**config.mk**
```make
export PLATFORM = sky130hd
export DESIGN_NAME = adc_serial_master
export DESIGN_NICKNAME = d
export VERILOG_FILES = /design/src/rtl/adc_ser_pkg.sv /design/src/rtl/adc_rst_sync.sv /design/src/rtl/adc_sclk_gen.sv /design/src/rtl/adc_frame_shifter.sv /design/src/rtl/adc_conv_ctrl.sv /design/src/rtl/adc_serial_master.sv
export SDC_FILE = /design/constraint.sdc
export NUM_CORES = 1
export LEC_CHECK = 0
export BUFFER_PORTS_ARGS = -buffer_cell sky130_fd_sc_hd__buf_2
export CAP_MARGIN = 30
export CORE_ASPECT_RATIO = 0.75
export CORE_MARGIN = 10
export CORE_UTILIZATION = 52
export DETAILED_ROUTE_END_ITERATION = 10
export PLACE_DENSITY_LB_ADDON = 0.25
export SYNTH_ARGS = -nofsm -noshare
export SYNTH_HDL_FRONTEND = slang
export SYNTH_HIERARCHICAL = 1
export SYNTH_SLANG_ARGS = --single-unit
```
**constraint.sdc**
```tcl
create_clock -name clk -period 2.3 [get_ports clk]
set_clock_uncertainty 0.1 [all_clocks]
set_input_delay 0.46 -clock clk [delete_from_list [all_inputs] [get_ports clk]]
set_output_delay 0.46 -clock clk [all_outputs]
set_load 0.005 [all_outputs]
```
**src/rtl/adc_ser_pkg.sv**
```systemverilog
package adc_ser_pkg;
  typedef enum logic [1:0] {
    ST_IDLE  = 2'd0,
    ST_CONV  = 2'd1,
    ST_SHIFT = 2'd2
  } ctl_state_e;
endpackage

```
**src/rtl/adc_rst_sync.sv**
```systemverilog
module adc_rst_sync (
  input  logic clk,
  input  logic rst_n,
  output logic rst_n_sync
);
  logic meta_q;
  logic sync_q;

  always_ff @(posedge clk or negedge rst_n) begin
    if (!rst_n) begin
      meta_q <= 1'b0;
      sync_q <= 1'b0;
    end else begin
      meta_q <= 1'b1;
      sync_q <= meta_q;
    end
  end

  assign rst_n_sync = sync_q;
endmodule

```
**src/rtl/adc_sclk_gen.sv**
```systemverilog
module adc_sclk_gen #(
  parameter int QTR = 1
) (
  input  logic clk,
  input  logic rst_n,
  input  logic run,
  input  logic restart,
  output logic sclk_raw,
  output logic bit_end
);
  localparam int BIT_CYC = 4 * QTR;
  localparam int PH_W    = $clog2(BIT_CYC);
  localparam logic [PH_W-1:0] PH_RISE = PH_W'(QTR);
  localparam logic [PH_W-1:0] PH_FALL = PH_W'(3 * QTR);
  localparam logic [PH_W-1:0] PH_LAST = PH_W'(BIT_CYC - 1);

  logic [PH_W-1:0] phase_q;
  logic [PH_W-1:0] phase_n;
  logic            phase_en;

  assign phase_en = restart | run;

  always_comb begin
    phase_n = phase_q;
    if (restart) begin
      phase_n = '0;
    end else if (run) begin
      if (phase_q == PH_LAST) phase_n = '0;
      else                    phase_n = phase_q + 1'b1;
    end
  end

  always_ff @(posedge clk or negedge rst_n) begin
    if (!rst_n)        phase_q <= '0;
    else if (phase_en) phase_q <= phase_n;
  end

  assign sclk_raw = run && (phase_q >= PH_RISE) && (phase_q < PH_FALL);
  assign bit_end  = run && (phase_q == PH_LAST);

  AST_PULSE_INSIDE_RUN: assert property (@(posedge clk) disable iff (!rst_n)
    $rose(sclk_raw) |-> $past(run)) else $error("sclk rose outside frame");
endmodule

```
**src/rtl/adc_frame_shifter.sv**
```systemverilog
module adc_frame_shifter #(
  parameter int W = 16
) (
  input  logic         clk,
  input  logic         rst_n,
  input  logic         load,
  input  logic [W-1:0] load_data,
  input  logic         bit_end,
  output logic         active,
  output logic         msb,
  output logic         frame_done
);
  localparam int BIT_W = $clog2(W);
  localparam logic [BIT_W-1:0] LAST_BIT = BIT_W'(W - 1);

  logic [W-1:0]     shreg_q, shreg_n;
  logic [BIT_W-1:0] cnt_q, cnt_n;
  logic             active_q, active_n;
  logic             step;

  assign step       = active_q && bit_end;
  assign frame_done = step && (cnt_q == LAST_BIT);

  always_comb begin
    shreg_n  = shreg_q;
    cnt_n    = cnt_q;
    active_n = active_q;
    if (load) begin
      shreg_n  = load_data;
      cnt_n    = '0;
      active_n = 1'b1;
    end else if (step) begin
      shreg_n = {shreg_q[W-2:0], 1'b0};
      cnt_n   = cnt_q + 1'b1;
      if (cnt_q == LAST_BIT) active_n = 1'b0;
    end
  end

  always_ff @(posedge clk or negedge rst_n) begin
    if (!rst_n) begin
      shreg_q  <= '0;
      cnt_q    <= '0;
      active_q <= 1'b0;
    end else if (load || step) begin
      shreg_q  <= shreg_n;
      cnt_q    <= cnt_n;
      active_q <= active_n;
    end
  end

  assign active = active_q;
  assign msb    = shreg_q[W-1];

  AST_NO_LOAD_MIDFRAME: assert property (@(posedge clk) disable iff (!rst_n)
    load |-> !active_q) else $error("frame reloaded while running");
  AST_BIT_HELD: assert property (@(posedge clk) disable iff (!rst_n)
    active_q && !bit_end |=> $stable(shreg_q)) else $error("bit changed mid-window");
  AST_FRAME_LEN: assert property (@(posedge clk) disable iff (!rst_n)
    $fell(active_q) |-> $past(cnt_q) == LAST_BIT) else $error("frame length wrong");
endmodule

```
**src/rtl/adc_conv_ctrl.sv**
```systemverilog
module adc_conv_ctrl
  import adc_ser_pkg::*;
#(
  parameter int W           = 16,
  parameter int CONV_CYCLES = 100
) (
  input  logic         clk,
  input  logic         rst_n,
  input  logic         start,
  input  logic         mode,
  input  logic [W-1:0] sample_data,
  input  logic         frame_done,
  output logic         busy,
  output logic         load_frame,
  output logic [W-1:0] load_data,
  output logic         conv_end,
  output logic         mode_held
);
  localparam int CNT_W = $clog2(CONV_CYCLES + 1);
  localparam logic [CNT_W-1:0] CNT_LOAD = CNT_W'(CONV_CYCLES - 1);

  ctl_state_e       state_q, state_n;
  logic [CNT_W-1:0] cnt_q, cnt_n;
  logic             mode_q, mode_n;
  logic [W-1:0]     result_q;

  always_comb begin
    state_n    = state_q;
    cnt_n      = cnt_q;
    mode_n     = mode_q;
    load_frame = 1'b0;
    conv_end   = 1'b0;
    unique case (state_q)
      ST_IDLE: begin
        if (start) begin
          state_n    = ST_CONV;
          cnt_n      = CNT_LOAD;
          mode_n     = mode;
          load_frame = mode;
        end
      end
      ST_CONV: begin
        if (cnt_q == '0) begin
          conv_end = 1'b1;
          if (mode_q) begin
            state_n = ST_IDLE;
          end else begin
            state_n    = ST_SHIFT;
            load_frame = 1'b1;
          end
        end else begin
          cnt_n = cnt_q - 1'b1;
        end
      end
      ST_SHIFT: begin
        if (frame_done) state_n = ST_IDLE;
      end
      default: state_n = ST_IDLE;
    endcase
  end

  always_ff @(posedge clk or negedge rst_n) begin
    if (!rst_n) begin
      state_q <= ST_IDLE;
      cnt_q   <= '0;
      mode_q  <= 1'b0;
    end else begin
      state_q <= state_n;
      cnt_q   <= cnt_n;
      mode_q  <= mode_n;
    end
  end

  always_ff @(posedge clk or negedge rst_n) begin
    if (!rst_n)        result_q <= '0;
    else if (conv_end) result_q <= sample_data;
  end

  assign busy      = (state_q != ST_IDLE);
  assign load_data = (state_q == ST_IDLE) ? result_q : sample_data;
  assign mode_held = mode_q;

  AST_START_RAISES_BUSY: assert property (@(posedge clk) disable iff (!rst_n)
    start && !busy |=> busy) else $error("start not accepted");
  AST_START_IGNORED: assert property (@(posedge clk) disable iff (!rst_n)
    start && state_q == ST_CONV && cnt_q != '0 |=> cnt_q == $past(cnt_q) - 1'b1 && mode_q == $past(mode_q))
    else $error("start accepted while busy");
  AST_SHIFT_HOLDS_BUSY: assert property (@(posedge clk) disable iff (!rst_n)
    state_q == ST_SHIFT && !frame_done |=> busy) else $error("busy fell before last bit");
  AST_RESULT_STABLE: assert property (@(posedge clk) disable iff (!rst_n)
    !conv_end |=> $stable(result_q)) else $error("result changed outside capture");
endmodule

```
**src/rtl/adc_serial_master.sv**
```systemverilog
module adc_serial_master #(
  parameter int W           = 16,
  parameter int QTR         = 1,
  parameter int CONV_CYCLES = 100
) (
  input  logic         clk,
  input  logic         rst_n,
  input  logic         conv_start,
  input  logic [W-1:0] sample_data,
  input  logic         read_mode,
  input  logic         sclk_inv,
  input  logic         sync_inv,
  output logic         busy,
  output logic         sclk,
  output logic         sync,
  output logic         sdout
);
  logic         rst_n_s;
  logic         load_frame;
  logic [W-1:0] load_data;
  logic         conv_end;
  logic         mode_held;
  logic         frame_active;
  logic         frame_msb;
  logic         frame_done;
  logic         sclk_raw;
  logic         bit_end;

  adc_rst_sync u_rst_sync (
    .clk        (clk),
    .rst_n      (rst_n),
    .rst_n_sync (rst_n_s)
  );

  adc_conv_ctrl #(.W(W), .CONV_CYCLES(CONV_CYCLES)) u_ctrl (
    .clk         (clk),
    .rst_n       (rst_n_s),
    .start       (conv_start),
    .mode        (read_mode),
    .sample_data (sample_data),
    .frame_done  (frame_done),
    .busy        (busy),
    .load_frame  (load_frame),
    .load_data   (load_data),
    .conv_end    (conv_end),
    .mode_held   (mode_held)
  );

  adc_sclk_gen #(.QTR(QTR)) u_sclk (
    .clk      (clk),
    .rst_n    (rst_n_s),
    .run      (frame_active),
    .restart  (load_frame),
    .sclk_raw (sclk_raw),
    .bit_end  (bit_end)
  );

  adc_frame_shifter #(.W(W)) u_shift (
    .clk        (clk),
    .rst_n      (rst_n_s),
    .load       (load_frame),
    .load_data  (load_data),
    .bit_end    (bit_end),
    .active     (frame_active),
    .msb        (frame_msb),
    .frame_done (frame_done)
  );

  assign sclk  = sclk_raw ^ sclk_inv;
  assign sync  = frame_active ^ sync_inv;
  assign sdout = frame_active & frame_msb;

  AST_FRAME_FITS_CONV: assert property (@(posedge clk) disable iff (!rst_n_s)
    conv_end && mode_held |-> !frame_active) else $error("frame overran conversion");
  AST_FRAME_UNDER_BUSY: assert property (@(posedge clk) disable iff (!rst_n_s)
    frame_active |-> busy) else $error("frame outside busy");
  AST_IDLE_DATA_LOW: assert property (@(posedge clk) disable iff (!rst_n_s)
    !frame_active |-> !sdout && !sclk_raw) else $error("line active outside frame");
endmodule

```
==> reports/results.tsv <==
metric	value	unit
status	finished, final reports clean	
r2r-start	u_ctrl/cnt_q[0]	
ctsLongestPathBuffers	2	
drc	0	
syn-num-nets	248	
setup-tns-final	0	ns
yosys_warnings	6	
grt_pass1_wl	8520	um
clkLatencyLatePin	0.30	ns
p_comb_frac	0.333	
drt_iter0_drc	126	
final_max_slew_viol_count	0	
arrival	2.11	ns
drtAntennaViolNets	0	
htreeDepth	2	
grt_usage	0.127	
setup-violations-final	0	
cts_sinks	51	
max_freq	494	MHz
clockRootBuffer	clkbuf_8	
avgRoutedWirePerCell	16.1	um
post_cts.repair.setup_buffers	0	
p_int	0.00231	W
maxSlewHeadroom	0.595	
gp_congestion	0.791	
fin_crit_sh	0.879	
vias	1743	
initial_core_util	0.555	
die_w	101	um
rsz0062_at_grt	no	
pwr-share-seq	0.453	
worstPathRequired	2.38	ns
hold_path_class	reg -> async	
p_sw_frac	0.323	
max_cap_violations	0	
worst_path_max_delay_cell	dfrtp_1	
syn_avg_cell_area	11.6	um2
grt_pass1_vias	1804	
final_nets	279	
grt_max_degree	23	
drive_above_1_share	0.332	
coreArea	0.00460	mm2
tritoncts	built	
viasPerCell	5.62	
clkTransAtPathRegs	0.09	ns
cp_cell_sequence	inv_1 -> ha_1 -> nor2b_1 -> nand3_4 -> o21ai_2 -> buf_4 -> o21ai_0	
worst_pin_slew	0.599	ns
hold_viol	0	
startpoint	u_ctrl/cnt_q[0]	
antenna_found_initial	0	
synth_area	0.00255	mm2
p_leak	1.38	nW
dpl.hpwl	3510	um
p_sw	0.00110	W
fin_crit	2.02	ns
ios	26	
powerDensity	1170	mW/mm2
power	0.00342	W
clkPwrFrac	0.213	
num_rows	21	
ir_drop	0.000637	V
cts_buffers	5	
grt-ovfl-total	0	
die_h	80.7	um
worstSetupStartpointType	flop	
netlist_instances	221	
critPathCaptureType	flop	
drt-pass1-iter-count	4	
num_antenna_cells	0	
wirelength	4980	um
dieArea	0.00814	mm2
path_delay_family	flip-flops	
area_growth	14.4	%
port_buffers	25	
path_buf_inv	2	
max_stage_delay	0.44	ns
path_class	reg -> reg	
crit_fanout	20	
[layout by cell type (no fill, tap or decap), types with 2 or more instances in the layout]
master,n
mux2i_1,18
buf_4,7
o31ai_1,2
o21ai_1,15
xor2_1,4
a311oi_1,2
clkbuf_8,5
nand3_1,6
ha_1,5
o211ai_1,2
bufinv_16,2
inv_1,8
nand2_1,24
a21oi_1,2
o21ai_0,4
nor2b_1,2
buf_2,25
mux2_4,7
a21o_1,2
nor2_1,6
nor4_1,2
mux2_2,25
dfrtp_1,50
[what timing repair did]
action,CTS,global route
hold buffers,1,0
endpoints found under the hold margin,2,0
resized for setup,0,0
[power by group through the flow]
stage	registers [W]	logic (W)	clock network (W)
2_1_floorplan	0.00148	0.000899	0
3_3_place_gp	0.00155	0.00110	0
3_5_place_dp	0.00156	0.00114	0
4_1_cts	0.00155	0.00115	0.000748
5_1_grt	0.00161	0.00128	0.000774
6_report	0.00155	0.00114	0.000730
[cell type report]
type / count / area (um2)
clock buffer: 5 / 68.8
clock inverter: 3 / 67.6
fill: 357 / 1680
inverter: 8 / 30.0
multi-input combinational: 152 / 1200
sequential: 51 / 1280
tap: 57 / 71.3
timing repair buffer: 34 / 208
[metal layers]
layer	global-route usage	vias up	share of wire
li1	-	843	-
met1	0.167	856	0.48
met2	0.206	42	0.47
met3	0.0342	2	0.045
met4	0.0250	0	0.0046
met5	0	-	0
[stage by stage]
step	instance area, um2	worst slack, ns	cells	util	hold slack (ns)
after global placement	2770	0.458	301	0.603	0.146
final	2920	0.277	310	0.635	0.136
after global routing	2920	0.101	310	0.635	0.167
after CTS	2920	0.259	310	0.635	0.160
after floorplan	2560	0.0322	221	-	0.0644
after detailed placement	2770	0.355	301	0.603	0.150
[final timing paths]
| path | cells past startpoint | slack [ns] | end |
|---|---|---|---|
| min reg2reg | 0 | 0.14 | u_ctrl/result_q[8] |
| min in group clk | 0 | 0.26 | u_rst_sync/rst_n_sync |
| max reg2reg | 7 | 0.28 | u_shift/shreg_q[0] |
| min | 0 | 0.14 | u_ctrl/result_q[8] |
| max in group asynchronous | 1 | 1.37 | u_ctrl/result_q[11] |
| max | 7 | 0.28 | u_shift/shreg_q[0] |
[sequential cells by signal, summed over array words and instances, names as in the netlist]
name	flops
u_ctrl/result_q	16
u_shift/shreg_q	16
u_ctrl/cnt_q	7
u_shift/cnt_q	4
u_ctrl/state_q	2
u_sclk/phase_q	2
u_ctrl/mode_held	1
u_rst_sync/meta_q	1
u_rst_sync/rst_n_sync	1
u_shift/active	1
Note: power is estimated with default switching activity, not from simulation.
